## src/rtl/tmr_pkg.sv

```systemverilog
package tmr_pkg;

  typedef enum logic [1:0] {
    MODE_SINGLE   = 2'd0,
    MODE_PERIODIC = 2'd1,
    MODE_WRAP     = 2'd2,
    MODE_TIMEBASE = 2'd3
  } tmr_mode_e;

  localparam int CTL_RUN_BIT  = 0;
  localparam int CTL_CLR_BIT  = 1;
  localparam int CTL_MODE_LSB = 4;
  localparam int SEL_SRC_BIT  = 4;
  localparam int CODE_W       = 4;
  localparam int PSC_W        = 7;

  // Divisor for a prescaler code: linear up to 13, then 16, 32, 64.
  function automatic logic [PSC_W-1:0] code_to_div(input logic [CODE_W-1:0] code);
    logic [PSC_W-1:0] d;
    case (code)
      4'd13:   d = 7'd16;
      4'd14:   d = 7'd32;
      4'd15:   d = 7'd64;
      default: d = {3'b000, code} + 7'd1;
    endcase
    return d;
  endfunction

endpackage

```

## src/rtl/tmr_prescaler.sv

```systemverilog
module tmr_prescaler
  import tmr_pkg::*;
(
  input  logic              clk,
  input  logic              rst_n,
  input  logic              tick,
  input  logic              clr,
  input  logic [CODE_W-1:0] code,
  output logic              step
);

  logic [PSC_W-1:0] pcnt;
  logic [PSC_W-1:0] lim;

  assign lim  = code_to_div(code) - 7'd1;
  assign step = tick && (pcnt >= lim);

  always_ff @(posedge clk or negedge rst_n) begin
    if (!rst_n) begin
      pcnt <= '0;
    end else if (clr) begin
      pcnt <= '0;
    end else if (tick) begin
      if (pcnt >= lim) pcnt <= '0;
      else             pcnt <= pcnt + 7'd1;
    end
  end

  assert_psc_advance_R5: assert property (@(posedge clk) disable iff (!rst_n)
    (tick && !clr && (pcnt < lim)) |=> (pcnt == $past(pcnt) + 7'd1));

  assert_psc_clear_R3: assert property (@(posedge clk) disable iff (!rst_n)
    clr |=> (pcnt == '0));

endmodule

```

## src/rtl/tmr_channel.sv

```systemverilog
module tmr_channel
  import tmr_pkg::*;
#(
  parameter int CNT_W  = 32,
  parameter int DATA_W = 32
) (
  input  logic              clk,
  input  logic              rst_n,
  input  logic              sys_tick,
  input  logic              rtc_tick,
  input  logic              ctl_we,
  input  logic              sel_we,
  input  logic              cmp_we,
  input  logic [DATA_W-1:0] wdata,
  output logic [DATA_W-1:0] ctl_q,
  output logic [DATA_W-1:0] sel_q,
  output logic [DATA_W-1:0] cnt_q,
  output logic [DATA_W-1:0] cmp_q,
  output logic              hit
);

  logic              run;
  tmr_mode_e         mode;
  logic              src;
  logic [CODE_W-1:0] code;
  logic [CNT_W-1:0]  cnt;
  logic [CNT_W-1:0]  cmp;
  logic [CNT_W-1:0]  nxt;
  logic              clr;
  logic              strobe;
  logic              step;
  logic              match;

  assign clr    = ctl_we && wdata[CTL_CLR_BIT];
  assign strobe = (src ? rtc_tick : sys_tick) && run && !ctl_we;

  tmr_prescaler u_psc (
    .clk  (clk),
    .rst_n(rst_n),
    .tick (strobe),
    .clr  (clr),
    .code (code),
    .step (step)
  );

  assign nxt   = cnt + 1'b1;
  assign match = step && (nxt == cmp);
  assign hit   = match && (mode != MODE_TIMEBASE);

  always_ff @(posedge clk or negedge rst_n) begin
    if (!rst_n) begin
      run  <= 1'b0;
      mode <= MODE_SINGLE;
      cnt  <= '0;
    end else if (ctl_we) begin
      run  <= wdata[CTL_RUN_BIT];
      mode <= tmr_mode_e'(wdata[CTL_MODE_LSB +: 2]);
      if (clr) cnt <= '0;
    end else if (step) begin
      if (match && mode == MODE_PERIODIC) cnt <= '0;
      else                                cnt <= nxt;
      if (match && mode == MODE_SINGLE)   run <= 1'b0;
    end
  end

  always_ff @(posedge clk or negedge rst_n) begin
    if (!rst_n) begin
      src  <= 1'b0;
      code <= '0;
      cmp  <= '0;
    end else begin
      if (sel_we) begin
        src  <= wdata[SEL_SRC_BIT];
        code <= wdata[CODE_W-1:0];
      end
      if (cmp_we) cmp <= wdata[CNT_W-1:0];
    end
  end

  always_comb begin
    ctl_q = '0;
    ctl_q[CTL_RUN_BIT]         = run;
    ctl_q[CTL_MODE_LSB +: 2]   = mode;
    sel_q = '0;
    sel_q[SEL_SRC_BIT]         = src;
    sel_q[CODE_W-1:0]          = code;
    cnt_q = '0;
    cnt_q[CNT_W-1:0]           = cnt;
    cmp_q = '0;
    cmp_q[CNT_W-1:0]           = cmp;
  end

  assert_clear_zeroes_R3: assert property (@(posedge clk) disable iff (!rst_n)
    clr |=> (cnt == '0));

  assert_single_stops_R6: assert property (@(posedge clk) disable iff (!rst_n)
    (hit && mode == MODE_SINGLE) |=> !run);

  assert_periodic_reload_R7: assert property (@(posedge clk) disable iff (!rst_n)
    (hit && mode == MODE_PERIODIC) |=> (cnt == '0));

  assert_idle_holds_R12: assert property (@(posedge clk) disable iff (!rst_n)
    (!run && !ctl_we) |=> $stable(cnt));

endmodule

```

## src/rtl/tmr_irq_ctrl.sv

```systemverilog
module tmr_irq_ctrl #(
  parameter int N_CH = 5
) (
  input  logic            clk,
  input  logic            rst_n,
  input  logic            en_we,
  input  logic            ack_we,
  input  logic [N_CH-1:0] wbits,
  input  logic [N_CH-1:0] hits,
  output logic [N_CH-1:0] en_q,
  output logic [N_CH-1:0] stat_q,
  output logic            irq
);

  logic [N_CH-1:0] ack_mask;

  assign ack_mask = ack_we ? wbits : '0;

  always_ff @(posedge clk or negedge rst_n) begin
    if (!rst_n) begin
      en_q   <= '0;
      stat_q <= '0;
    end else begin
      if (en_we) en_q <= wbits;
      stat_q <= (stat_q & ~ack_mask) | hits;
    end
  end

  assign irq = |(stat_q & en_q);

  for (genvar k = 0; k < N_CH; k++) begin : g_chk
    assert_ack_clears_R11: assert property (@(posedge clk) disable iff (!rst_n)
      (ack_we && wbits[k] && !hits[k]) |=> !stat_q[k]);

    assert_stat_needs_hit_R10: assert property (@(posedge clk) disable iff (!rst_n)
      $rose(stat_q[k]) |-> $past(hits[k]));
  end

endmodule

```

## src/rtl/multi_timer.sv

```systemverilog
module multi_timer
  import tmr_pkg::*;
#(
  parameter int N_CH   = 5,
  parameter int CNT_W  = 32,
  parameter int DATA_W = 32,
  parameter int ADDR_W = 8
) (
  input  logic              clk,
  input  logic              rst_n,
  input  logic              sys_tick,
  input  logic              rtc_tick,
  input  logic              bus_wen,
  input  logic [ADDR_W-1:0] bus_addr,
  input  logic [DATA_W-1:0] bus_wdata,
  output logic [DATA_W-1:0] bus_rdata,
  output logic              irq
);

  localparam int BLK_W = ADDR_W - 4;

  logic [BLK_W-1:0] blk;
  logic [1:0]       slot;
  logic             aligned;
  logic             shared_hit;

  assign blk        = bus_addr[ADDR_W-1:4];
  assign slot       = bus_addr[3:2];
  assign aligned    = (bus_addr[1:0] == 2'b00);
  assign shared_hit = aligned && (blk == '0);

  logic [DATA_W-1:0] ctl_q [N_CH];
  logic [DATA_W-1:0] sel_q [N_CH];
  logic [DATA_W-1:0] cnt_q [N_CH];
  logic [DATA_W-1:0] cmp_q [N_CH];
  logic [N_CH-1:0]   hits;
  logic [N_CH-1:0]   en_q;
  logic [N_CH-1:0]   stat_q;

  for (genvar ch = 0; ch < N_CH; ch++) begin : g_ch
    localparam logic [BLK_W-1:0] CH_ID = BLK_W'(ch + 1);
    logic mine;
    assign mine = bus_wen && aligned && (blk == CH_ID);

    tmr_channel #(.CNT_W(CNT_W), .DATA_W(DATA_W)) u_ch (
      .clk     (clk),
      .rst_n   (rst_n),
      .sys_tick(sys_tick),
      .rtc_tick(rtc_tick),
      .ctl_we  (mine && slot == 2'd0),
      .sel_we  (mine && slot == 2'd1),
      .cmp_we  (mine && slot == 2'd3),
      .wdata   (bus_wdata),
      .ctl_q   (ctl_q[ch]),
      .sel_q   (sel_q[ch]),
      .cnt_q   (cnt_q[ch]),
      .cmp_q   (cmp_q[ch]),
      .hit     (hits[ch])
    );
  end

  tmr_irq_ctrl #(.N_CH(N_CH)) u_irq (
    .clk   (clk),
    .rst_n (rst_n),
    .en_we (bus_wen && shared_hit && slot == 2'd0),
    .ack_we(bus_wen && shared_hit && slot == 2'd2),
    .wbits (bus_wdata[N_CH-1:0]),
    .hits  (hits),
    .en_q  (en_q),
    .stat_q(stat_q),
    .irq   (irq)
  );

  always_comb begin
    bus_rdata = '0;
    if (shared_hit) begin
      if (slot == 2'd0) bus_rdata[N_CH-1:0] = en_q;
      if (slot == 2'd1) bus_rdata[N_CH-1:0] = stat_q;
    end
    for (int c = 0; c < N_CH; c++) begin
      if (aligned && blk == BLK_W'(c + 1)) begin
        case (slot)
          2'd0:    bus_rdata = ctl_q[c];
          2'd1:    bus_rdata = sel_q[c];
          2'd2:    bus_rdata = cnt_q[c];
          default: bus_rdata = cmp_q[c];
        endcase
      end
    end
  end

  assert_reset_quiet_R1: assert property (@(posedge clk)
    !rst_n |=> (!irq || rst_n));

  assert_irq_needs_status_R10: assert property (@(posedge clk) disable iff (!rst_n)
    irq |-> (stat_q != '0));

endmodule

```

## config.mk

```make
export PLATFORM = sky130hd
export DESIGN_NAME = multi_timer
export DESIGN_NICKNAME = d
export VERILOG_FILES = /design/src/rtl/tmr_pkg.sv /design/src/rtl/tmr_prescaler.sv /design/src/rtl/tmr_channel.sv /design/src/rtl/tmr_irq_ctrl.sv /design/src/rtl/multi_timer.sv
export SDC_FILE = /design/constraint.sdc
export NUM_CORES = 1
export LEC_CHECK = 0
export BUFFER_PORTS_ARGS = -buffer_cell sky130_fd_sc_hd__buf_2
export CORE_AREA = 2 2 219 221
export CTS_CLUSTER_DIAMETER = 50
export DETAILED_ROUTE_END_ITERATION = 12
export DIE_AREA = 0 0 221 223
export GPL_ROUTABILITY_DRIVEN = 1
export PLACE_DENSITY_LB_ADDON = 0.3
export SLEW_MARGIN = 15
export SYNTH_ARGS = -nofsm -noshare
export SYNTH_HDL_FRONTEND = slang
export SYNTH_SLANG_ARGS = --single-unit
```

## constraint.sdc

```tcl
create_clock -name clk -period 7 [get_ports clk]
set_input_delay 1.05 -clock clk [delete_from_list [all_inputs] [get_ports clk]]
set_output_delay 1.05 -clock clk [all_outputs]
set_load 0.02 [all_outputs]
```

; ---- After elaboration in Yosys (flattened, before gate mapping)
; Cells that the tools add are included.
; W data, S select, Z words.
[totals]
register_bits = 405
inputBits = 45
output_inout_bits = 33
wordCells = 292
[classes]
n_addsub = 20
n_lt_le_gt_ge = 5
eq_ne = 43
mux = 74
n_bitwise = 4
reduce_logical = 109
[op_table]
columns = operator, count
row1 = $mux W32, 25
row2 = $pmux W32 S3, 5
row3 = $add A32 B1 Y32 const B, 5
row4 = $eq A32 B32 Y1, 5
row5 = $mux W7, 15
row6 = $pmux W7 S3, 5
row7 = $logic_and A1 B1 Y1, 70
row8 = $eq A4 B4 Y1 const B, 15
row9 = $add A7 B1 Y7 const B, 5
row10 = $ge A7 B7 Y1, 5
row11 = $sub A7 B1 Y7 const B, 5
row12 = $reduce_bool A2 Y1, 15
row13 = $add A4 B1 Y5 const B, 5
row14 = $mux W1, 20
row15 = $mux W5, 4
row16 = $ne A2 B2 Y1 const B, 10
row17 = $reduce_and A2 Y1, 10
row18 = $logic_not A2 Y1, 7
row19 = $eq A2 B1 Y1 const B, 6
row20 = $and A5 B5 Y5, 2
row21 = $eq A4 B2 Y1 const B, 2
row22 = $eq A4 B3 Y1 const B, 2
row23 = $logic_not A1 Y1, 5
row24 = $not A5 Y5, 1
row25 = 5 further kinds, 6

; ---- Depth between registers and ports, before layout
; Gate-level depths: netlist (run 1).
[depth]
word_depth = 12
depth_mapped = 21
ltp_nobuf = 20

; ---- Cells and area by module
; From an unflattened synthesis (run 1), not the netlist that was laid out.
[hier_totals]
hier_cells = 3436
hier_area_um2 = 33626.0
[modules_own_cells]
columns = module, instances, cells_per_inst, area_per_inst_um2, seq_area_each_um2
row1 = tmr_channel at g_ch[0].u_ch ..., 3, 479, 4890.9, 1801.7
row2 = tmr_channel at g_ch[3].u_ch ..., 2, 500, 4718.3, 1801.7
row3 = multi_timer, 1, 491, 5297.6, 0.0
row4 = tmr_prescaler, 5, 96, 767.0, 175.2
row5 = tmr_irq_ctrl, 1, 28, 384.1, 250.2

; ---- Worst setup path after synthesis (run 1)
; Ideal clock, no wire load.
[synth_path]
path_kind = register to register
start = register g_ch[4].u_ch.code[0]
end = register g_ch[4].u_ch.cnt[18]
setup_time_ns = 0.122
t_arrival_ns = 4.729
required_ns = 6.878
path_slack_ns = 2.149
stages_incl_launch_ff = 18
n_path_buf = 2
synth_period_minus_slack_ns = 4.851
path_cell_list = dfrtp_1 > inv_1 > ha_1 > o311ai_0 > nand2_1 > ha_1 > a31oi_1 > a31oi_1 > ha_1 > and3_1 > nand3_1 > a31oi_1 > o31ai_1 > or4_1 > or4_1 > buf_2 > buf_2 > a32o_1
[synth_via]
elab_chain_cells = 10
elab_cells_between_ends = 15
classes_between = 2 x add/sub / 1 x order compare / 3 x eq/ne / 4 x mux / 5 x reduce/logical
[synth_lines]
columns = item, line
row1 = "start, declared", tmr_channel.sv:25  ; logic [CODE_W-1:0] code;
row2 = "start signal, assigned", tmr_channel.sv:74  ; code <= wdata[CODE_W-1:0];
row3 = $add A4 B1 Y5 / $eq A4 B4 Y1 (equally long branches), "tmr_pkg.sv:24, tmr_pkg.sv:20"
row4 = $pmux W7 S3 *, tmr_pkg.sv:20  ; case (code)
row5 = $sub A7 B1 Y7 *, tmr_prescaler.sv:15  ; assign lim = code_to_div(code) - 7'd1;
row6 = $ge A7 B7 Y1 *, tmr_prescaler.sv:16  ; assign step = tick && (pcnt >= lim);
row7 = $logic_and A1 B1 Y1 *, tmr_prescaler.sv:16
row8 = $logic_and A1 B1 Y1, tmr_channel.sv:47  ; assign match = step && (nxt == cmp);
row9 = $logic_and A1 B1 Y1, tmr_channel.sv:60  ; if (match && mode == MODE_PERIODIC) cnt <= '0;
row10 = $mux W32, tmr_channel.sv:60
row11 = $mux W32, tmr_channel.sv:59  ; end else if (step) begin
row12 = $mux W32, tmr_channel.sv:55  ; end else if (ctl_we) begin
row13 = "end signal, assigned", tmr_channel.sv:61  ; else cnt <= nxt;
row14 = "end, declared", tmr_channel.sv:26  ; logic [CNT_W-1:0] cnt;
; Every way passes the cells marked *; elsewhere a longest branch is shown, timed or not. The select of a mux whose other input is x is not followed.
; A chain may end at the register's enable or synchronous reset.

; ---- Worst setup path after layout (run 1)
[layout_path]
start = register g_ch[2].u_ch.code[0]
end = register g_ch[2].u_ch.cnt[17]
[layout_via]
elab_chain_cells = 10
elab_cells_between_ends = 15
classes_between = 2 x add/sub / 1 x order compare / 3 x eq/ne / 4 x mux / 5 x reduce/logical
[layout_lines]
columns = item, line
row1 = "start, declared", tmr_channel.sv:25
row2 = "start signal, assigned", tmr_channel.sv:74
row3 = $add A4 B1 Y5 / $eq A4 B4 Y1 (equally long branches), "tmr_pkg.sv:24, tmr_pkg.sv:20"
row4 = $pmux W7 S3 *, tmr_pkg.sv:20
row5 = $sub A7 B1 Y7 *, tmr_prescaler.sv:15
row6 = $ge A7 B7 Y1 *, tmr_prescaler.sv:16
row7 = $logic_and A1 B1 Y1 *, tmr_prescaler.sv:16
row8 = $logic_and A1 B1 Y1, tmr_channel.sv:47
row9 = $logic_and A1 B1 Y1, tmr_channel.sv:60
row10 = $mux W32, tmr_channel.sv:60
row11 = $mux W32, tmr_channel.sv:59
row12 = $mux W32, tmr_channel.sv:55
row13 = "end signal, assigned", tmr_channel.sv:61
row14 = "end, declared", tmr_channel.sv:26
; Marked as above.

==> reports/metrics.cfg, run 1 <==
[die]
core_area_um2 = 47100
die_area_um2 = 49300
die_w_um = 221
ios = 78
fp.dieH_um = 223
rows = 80
initial_core_util = 0.628

[grt]
grt_pass1_vias = 26774
grt_pass1_wl_um = 164000
antenna_found_initial = 9
overflow = 0
grt_max_degree = 116
grt_usage = 0.433

[power]
p_total_w = 0.00667
p_int_w = 0.00473
pwr_density_cell_nw_per_um2 = 208
p_sw_frac = 0.291
pwr-share-clk = 0.464
pwr-share-comb = 0.138
seqPwrFrac = 0.399
p_leak_nw = 13.5
ir_drop_mv = 0.250
switchingPower_w = 0.00194

[yosys]
synth_top_family_by_area = simple AND/OR/NAND/NOR gates
yosysWarningCount = 0
synth.distinct_cells = 85
synth.avg_cell_area_um2 = 8.69
netlist_area_um2 = 29600
synth_seq_cells = 405
yosysSeqAreaShare = 0.342
synthCells = 3409
muxShareOfSynthArea = 0.122
synth-xor-area-share = 0.0837
syn-num-nets = 3519
synth_top_flop_cell = dfrtp_1
synth-simple-area-share = 0.225
synth_edf_count = 0
synth_compound_area_frac = 0.156
synthAdderAreaFrac = 0.0275
synthArstFlopShare = 1.00

[setup_path]
critPathRequiredTime_ns = 7.50
worstPathArrival_ns = 6.28
worstSetupEndpointType = flop
timing.rr.end = g_ch[2].u_ch.cnt_q[17]$_DFFE_PN0P_
start_kind = flop
regToRegSetupSlack_ns = 1.22
crit_type = reg2reg
ff2ff_path_depth = 16
r2r-start = g_ch[2].u_ch.code[0]$_DFFE_PN0P_
critical_path.max_fanout = 56

[sta]
hold_ws_ns = 0.421
max_freq_mhz = 173
grt_setup_unrepaired = false
fin_crit_ns = 5.78
maxSlewHeadroom = 0.161
fin_skew_ns = 0.0195
drv_slew = 0
fin_crit_sh = 0.826
worst_pin_slew_ns = 1.25
finalHoldViolCount = 0
final-setup-viol-count = 0
setup_tns_ns = 0

[min_path]
hold_class = in2async

[finish]
area_delta_synth_final_pct = 8.31
final_cells = 3981
nets = 3428
final_area_um2 = 32100
layout_common_cells = dfrtp_1 (405), nand2_1 (361), nor2_1 (205)
drive_above_1_share = 0.132
final_common_cell = dfrtp_1

[clock_tree]
path_clk_slew_ns = 0.06
cts_htree_levels = 2
cts_buffers = 54
cts_resized = 0
postCtsSetupBuffers = 0
cts.path.max_buffers = 3
clock_sinks = 405
clockRootBuffer = clkbuf_16
hold_buffers = 0
tritoncts = done
clock_latency_ns = 0.62

[detailed_routing]
viasPerCell = 7.16
drt_iter0_markers = 3818
detail-route-antenna-nets = 0
dr.pass1.iters = 9
drc = 0
via_count = 28512
wl_per_cell_um = 27.3
drt_wl_total_um = 109000

[placed_design]
numPortBuffers = 77
placedCellCount = 3877
dpl_cell_area_um2 = 30100
dp_hpwl_um = 77700
gp_congestion = 0.998

[job]
max-cap-violations = 0

[outcome]
status = complete, no violations

-- critical path, cell delays in order (launching register included) --
cell	delay, ns
dfrtp_1	0.46
inv_1	0.09
ha_1	0.24
o311a_1	0.37
or2_2	0.32
ha_1	0.24
xor2_1	0.17
ha_1	0.30
nand2_1	0.06
o21ai_0	0.16
nand3_1	0.12
a31oi_1	0.77
o21ai_0	0.21
or4b_1	0.64
o41a_2	0.93
a21o_1	0.33
a22o_1	0.23
-- worst max path at each step --
stage | start | to | slack [ns] | cells after the start
6_report | g_ch[2].u_ch.code[0]$_DFFE_PN0P_ | g_ch[2].u_ch.cnt_q[17]$_DFFE_PN0P_ | 1.22 | 16
5_1_grt | g_ch[2].u_ch.code[0]$_DFFE_PN0P_ | g_ch[2].u_ch.cnt_q[17]$_DFFE_PN0P_ | 1.06 | 17
3_5_place_dp | g_ch[2].u_ch.code[0]$_DFFE_PN0P_ | g_ch[2].u_ch.cnt_q[17]$_DFFE_PN0P_ | 1.35 | 16
3_3_place_gp | g_ch[2].u_ch.code[0]$_DFFE_PN0P_ | g_ch[2].u_ch.cnt_q[17]$_DFFE_PN0P_ | 1.54 | 16
2_1_floorplan | g_ch[4].u_ch.code[0]$_DFFE_PN0P_ | g_ch[4].u_ch.cnt_q[18]$_DFFE_PN0P_ | 2.15 | 17
4_1_cts | g_ch[2].u_ch.code[0]$_DFFE_PN0P_ | g_ch[2].u_ch.cnt_q[17]$_DFFE_PN0P_ | 1.32 | 16
-- per-layer routing --
metal  up-vias  global-route usage  wire (um)
met5         -                   0         42
met4         6               0.272       7880
met3       405              0.0892      12300
met2      1867               0.653      47400
met1     13859               0.571      41000
li1      12375                   -          -
-- cells in the mapped netlist (all sizes together), types with 26 or more instances --
master | instances | area (um2)
nand4 | 111 | 716
ha | 65 | 813
inv | 61 | 229
and3 | 57 | 357
dfrtp | 405 | 10100
nand2b | 42 | 263
nor4 | 53 | 353
clkbuf | 205 | 771
xnor2 | 180 | 1580
and4 | 26 | 228
a21oi | 90 | 450
a31oi | 111 | 694
or3 | 31 | 194
o21ai | 203 | 1020
xor2 | 95 | 832
nand2 | 361 | 1360
mux2i | 136 | 1360
and2 | 34 | 213
buf | 56 | 288
a22oi | 27 | 203
o22ai | 32 | 200
nor2 | 205 | 769
mux2 | 180 | 2030
nor3 | 71 | 360
nand3 | 201 | 1010
-- through the flow --
step	util	setup slack (ns)
3_5_place_dp	0.638	1.35
6_report	0.680	1.22
2_1_floorplan	-	2.15
5_1_grt	0.680	1.06
3_3_place_gp	0.638	1.54
4_1_cts	0.680	1.32
-- power by group through the flow --
stage	clock [W]	combinational, W	sequential (W)
CTS	0.00310	0.000895	0.00265
detailed placement	0	0.000887	0.00269
global route	0.00319	0.000983	0.00267
floorplan	0	0.000617	0.00259
finish	0.00309	0.000919	0.00266
global placement	0	0.000861	0.00268
-- flip-flops by register name, summed over array words and instances, names as in the netlist --
| signal | flops |
|---|---|
| g_ch.u_ch.cmp_q | 160 |
| g_ch.u_ch.cnt_q | 160 |
| g_ch.u_ch.code | 20 |
| g_ch.u_ch.mode | 10 |
| g_ch.u_ch.run | 5 |
| g_ch.u_ch.src | 5 |
| g_ch.u_ch.u_psc.pcnt | 35 |
| u_irq.en_q | 5 |
| u_irq.stat_q | 5 |
-- layout make-up --
class,instances,area (um2)
antenna,4,10.0
clock buffer,68,1530
clock inverter,32,459
fill,3794,15100
inverter,61,229
multi-input combinational,2682,18200
sequential,405,10100
tap,615,769
timing repair buffer,114,707
-- kinds of logic (layout without fill, tap and decap cells) --
logic type	count (synthesis)	after routing
xor gates and xnor gates	278	278
other	0	4
DFF	405	405
adders and majority gates	65	65
buffers and inverters	322	275
muxes	326	326
and+or+nand+nor	1306	1306
AOI/OAI and AO/OA	707	707
Note: power is estimated with default switching activity, not from simulation.
==> inputs of run 2 (changes only) <==
Clock period 7 ns to 5.7 ns, I/O delays scaled along.
==> run 2 against run 1 <==
Against the previous run:
- sequential share of layout area about the same
- critical path type unchanged
- flip-flop and latch count stayed put
- via count is 0.58% lower
- largest cell class unchanged
- final cell count increased by 0.33%
- largest power group unchanged
- total power rose by 20%
- combinational power increased by 23%
- non-clock buffer count grew 13
- clock skew grew 0.0094 ns
- global-route usage down 0.23 points
==> reports/metrics.cfg, run 2 (synthesis gave the netlist of run 1 again) <==
[setup_path]
crit_path_frequent_cell = a31oi_1
r2r-start = g_ch[4].u_ch.code[0]$_DFFE_PN0P_
critical_path.max_fanout = 59  ; +5.4%
worstPathArrival_ns = 5.84  ; -0.44 ns
crit_type = reg2reg
worstPathCellList = inv_1 > ha_1 > o311ai_0 > nand2_1 > ha_1 > a31oi_1 > a31oi_1 > ha_1 > and3_1 > nand3_1 > a31oi_4 > o31ai_1 > or4_1 > or4_1 > buf_4 > a31oi_1 > a31oi_1
critPathMaxStageDelay_ns = 0.80  ; -0.13 ns
crit_start = g_ch[4].u_ch.code[0]$_DFFE_PN0P_
worstSetupEndpointType = flop
critical-path-slowest-cell = o311ai_0
start_kind = flop
critPathRequiredTime_ns = 6.18  ; -1.32 ns

[grt]
grt_max_degree = 114  ; -1.7%
overflow = 0  ; unchanged
grt_usage = 0.430  ; -0.00230
grt_pass1_wl_um = 164000  ; -0.33%
grt_pass1_vias = 26620  ; -0.58%
antenna_found_initial = 5  ; -4

[die]
rows = 80  ; unchanged
die_w_um = 221  ; unchanged
fp.dieH_um = 223  ; unchanged
die_area_um2 = 49300  ; unchanged
core_area_um2 = 47100  ; unchanged
initial_core_util = 0.628  ; unchanged
ios = 78  ; unchanged

[sta]
grt_setup_unrepaired = false
fin_skew_ns = 0.0289  ; +0.00944 ns
fin_crit_ns = 5.36  ; -0.425 ns
maxSlewHeadroom = 0.0933  ; -0.0677
finalHoldViolCount = 0  ; unchanged
fin_crit_sh = 0.940  ; +0.114
drv_slew = 0  ; unchanged
final-setup-viol-count = 0  ; unchanged
max_freq_mhz = 187  ; +7.9%
setup_tns_ns = 0  ; unchanged
worst_pin_slew_ns = 1.35  ; +0.100 ns

[detailed_routing]
via_count = 28347  ; -0.58%
drt_iter0_markers = 3757  ; -1.6%
detail-route-antenna-nets = 0  ; unchanged
viasPerCell = 7.10  ; -0.90%
drc = 0  ; unchanged
wl_per_cell_um = 27.1  ; -0.64%
drt_wl_total_um = 108000  ; -0.32%
dr.pass1.iters = 7  ; -2

[power]
seqPwrFrac = 0.409  ; +0.010
pwr_density_cell_nw_per_um2 = 249  ; +20%
switchingPower_w = 0.00246  ; +27%
ir_drop_mv = 0.359  ; +44%
p_leak_nw = 13.5  ; about the same
p_sw_frac = 0.308  ; +0.0164
pwr-share-clk = 0.450  ; -0.014
p_int_w = 0.00554  ; +17%
pwr-share-comb = 0.141  ; +0.003

[job]
max-cap-violations = 0  ; unchanged

[finish]
final_common_cell = dfrtp_1
area_delta_synth_final_pct = 8.26  ; about the same
utilization = 0.680  ; about the same
layout_common_cells = dfrtp_1 (405), nand2_1 (361), nor2_1 (205)
drive_above_1_share = 0.136  ; +0.00386
nets = 3442  ; +0.41%

[min_path]
hold_class = in2async

[placed_design]
gp_congestion = 1.03  ; +3.5%
numPortBuffers = 77  ; unchanged
dp_hpwl_um = 77600  ; -0.23%

[clock_tree]
path_clk_slew_ns = 0.06  ; about the same
cts_buffers = 55  ; +1.9%
cts_resized = 0  ; unchanged
clock_sinks = 405  ; unchanged
hold_buffers = 0  ; unchanged
tritoncts = done
clockRootBuffer = clkbuf_16
cts.path.max_buffers = 3  ; unchanged
postCtsSetupBuffers = 0  ; unchanged
cts_htree_levels = 2  ; unchanged
clock_latency_ns = 0.65  ; +0.03 ns

[outcome]
status = complete, no violations

==> run 2: changes by cell type in the layout (fill, tap and decap cells not counted), moves of 2 or more <==
cell	change
clkinvlp_4	+2
inv_6	+2
diode_2	-2
inv_8	+3
a21oi_2	+2
bufinv_16	-6
buf_4	+13
clkinv_8	+3
==> run 2: power by group through the flow <==
stage / Clock, W / Sequential [W] / Combinational (W)
6_report: 0.00360 / 0.00327 / 0.00113
5_1_grt: 0.00372 / 0.00328 / 0.00122
3_3_place_gp: 0 / 0.00329 / 0.00105
3_5_place_dp: 0 / 0.00330 / 0.00108
4_1_cts: 0.00361 / 0.00325 / 0.00109
2_1_floorplan: 0 / 0.00318 / 0.000758
==> run 2: final cells by class <==
cell class | count | area [um2]
Antenna cell | 2 | 5.00
Clock buffer | 67 | 1490
Clock inverter | 35 | 389
Fill cell | 3785 | 15100
Inverter | 61 | 229
Multi-Input combinational cell | 2682 | 18200
Sequential cell | 405 | 10100
Tap cell | 615 | 769
Timing Repair Buffer | 127 | 805
==> run 2: final timing paths <==
kind / to / slack [ns] / depth (start not counted)
setup / recovery: g_ch[4].u_ch.cnt_q[7]$_DFFE_PN0P_ / 0.34 / 17
hold / removal: g_ch[0].u_ch.u_psc.pcnt[6]$_DFFE_PN0P_ / 0.28 / 1
setup reg to reg: g_ch[4].u_ch.cnt_q[7]$_DFFE_PN0P_ / 0.34 / 17
hold reg to reg: g_ch[1].u_ch.u_psc.pcnt[6]$_DFFE_PN0P_ / 0.49 / 1
max in group asynchronous: g_ch[3].u_ch.cmp_q[22]$_DFFE_PN0P_ / 4.11 / 2
min in group clk: g_ch[1].u_ch.u_psc.pcnt[6]$_DFFE_PN0P_ / 0.49 / 1
==> run 2: per-stage QoR <==
step | area (um2) | instances | total power, W | setup WS (ns) | hold WS (ns)
after floorplan | 29600 | 3409 | 0.00393 | 0.849 | 0.452
after global placement | 30200 | 3890 | 0.00435 | 0.657 | 0.472
after detailed placement | 30200 | 3890 | 0.00439 | 0.514 | 0.469
after CTS | 32000 | 3992 | 0.00796 | 0.481 | 0.352
after global routing | 32100 | 3992 | 0.00822 | 0.0758 | 0.393
final | 32100 | 3994 | 0.00800 | 0.342 | 0.276
==> run 2: critical path: cells and delay by family (launching register included) <==
family / cells / cell delay (ns)
AOI/OAI and AO/OA: 7 / 1.82
and+or+nand+nor: 5 / 1.55
buffers and inverters: 2 / 0.43
adders and majority gates: 3 / 0.90
DFF: 1 / 0.47
==> run 2: per-layer routing <==
layer,part of all wire,vias to the layer above,global-route usage
met4,0.069,2,0.262
met5,0.00014,-,0
met2,0.44,1755,0.646
met1,0.39,13783,0.564
li1,-,12411,-
met3,0.11,396,0.103
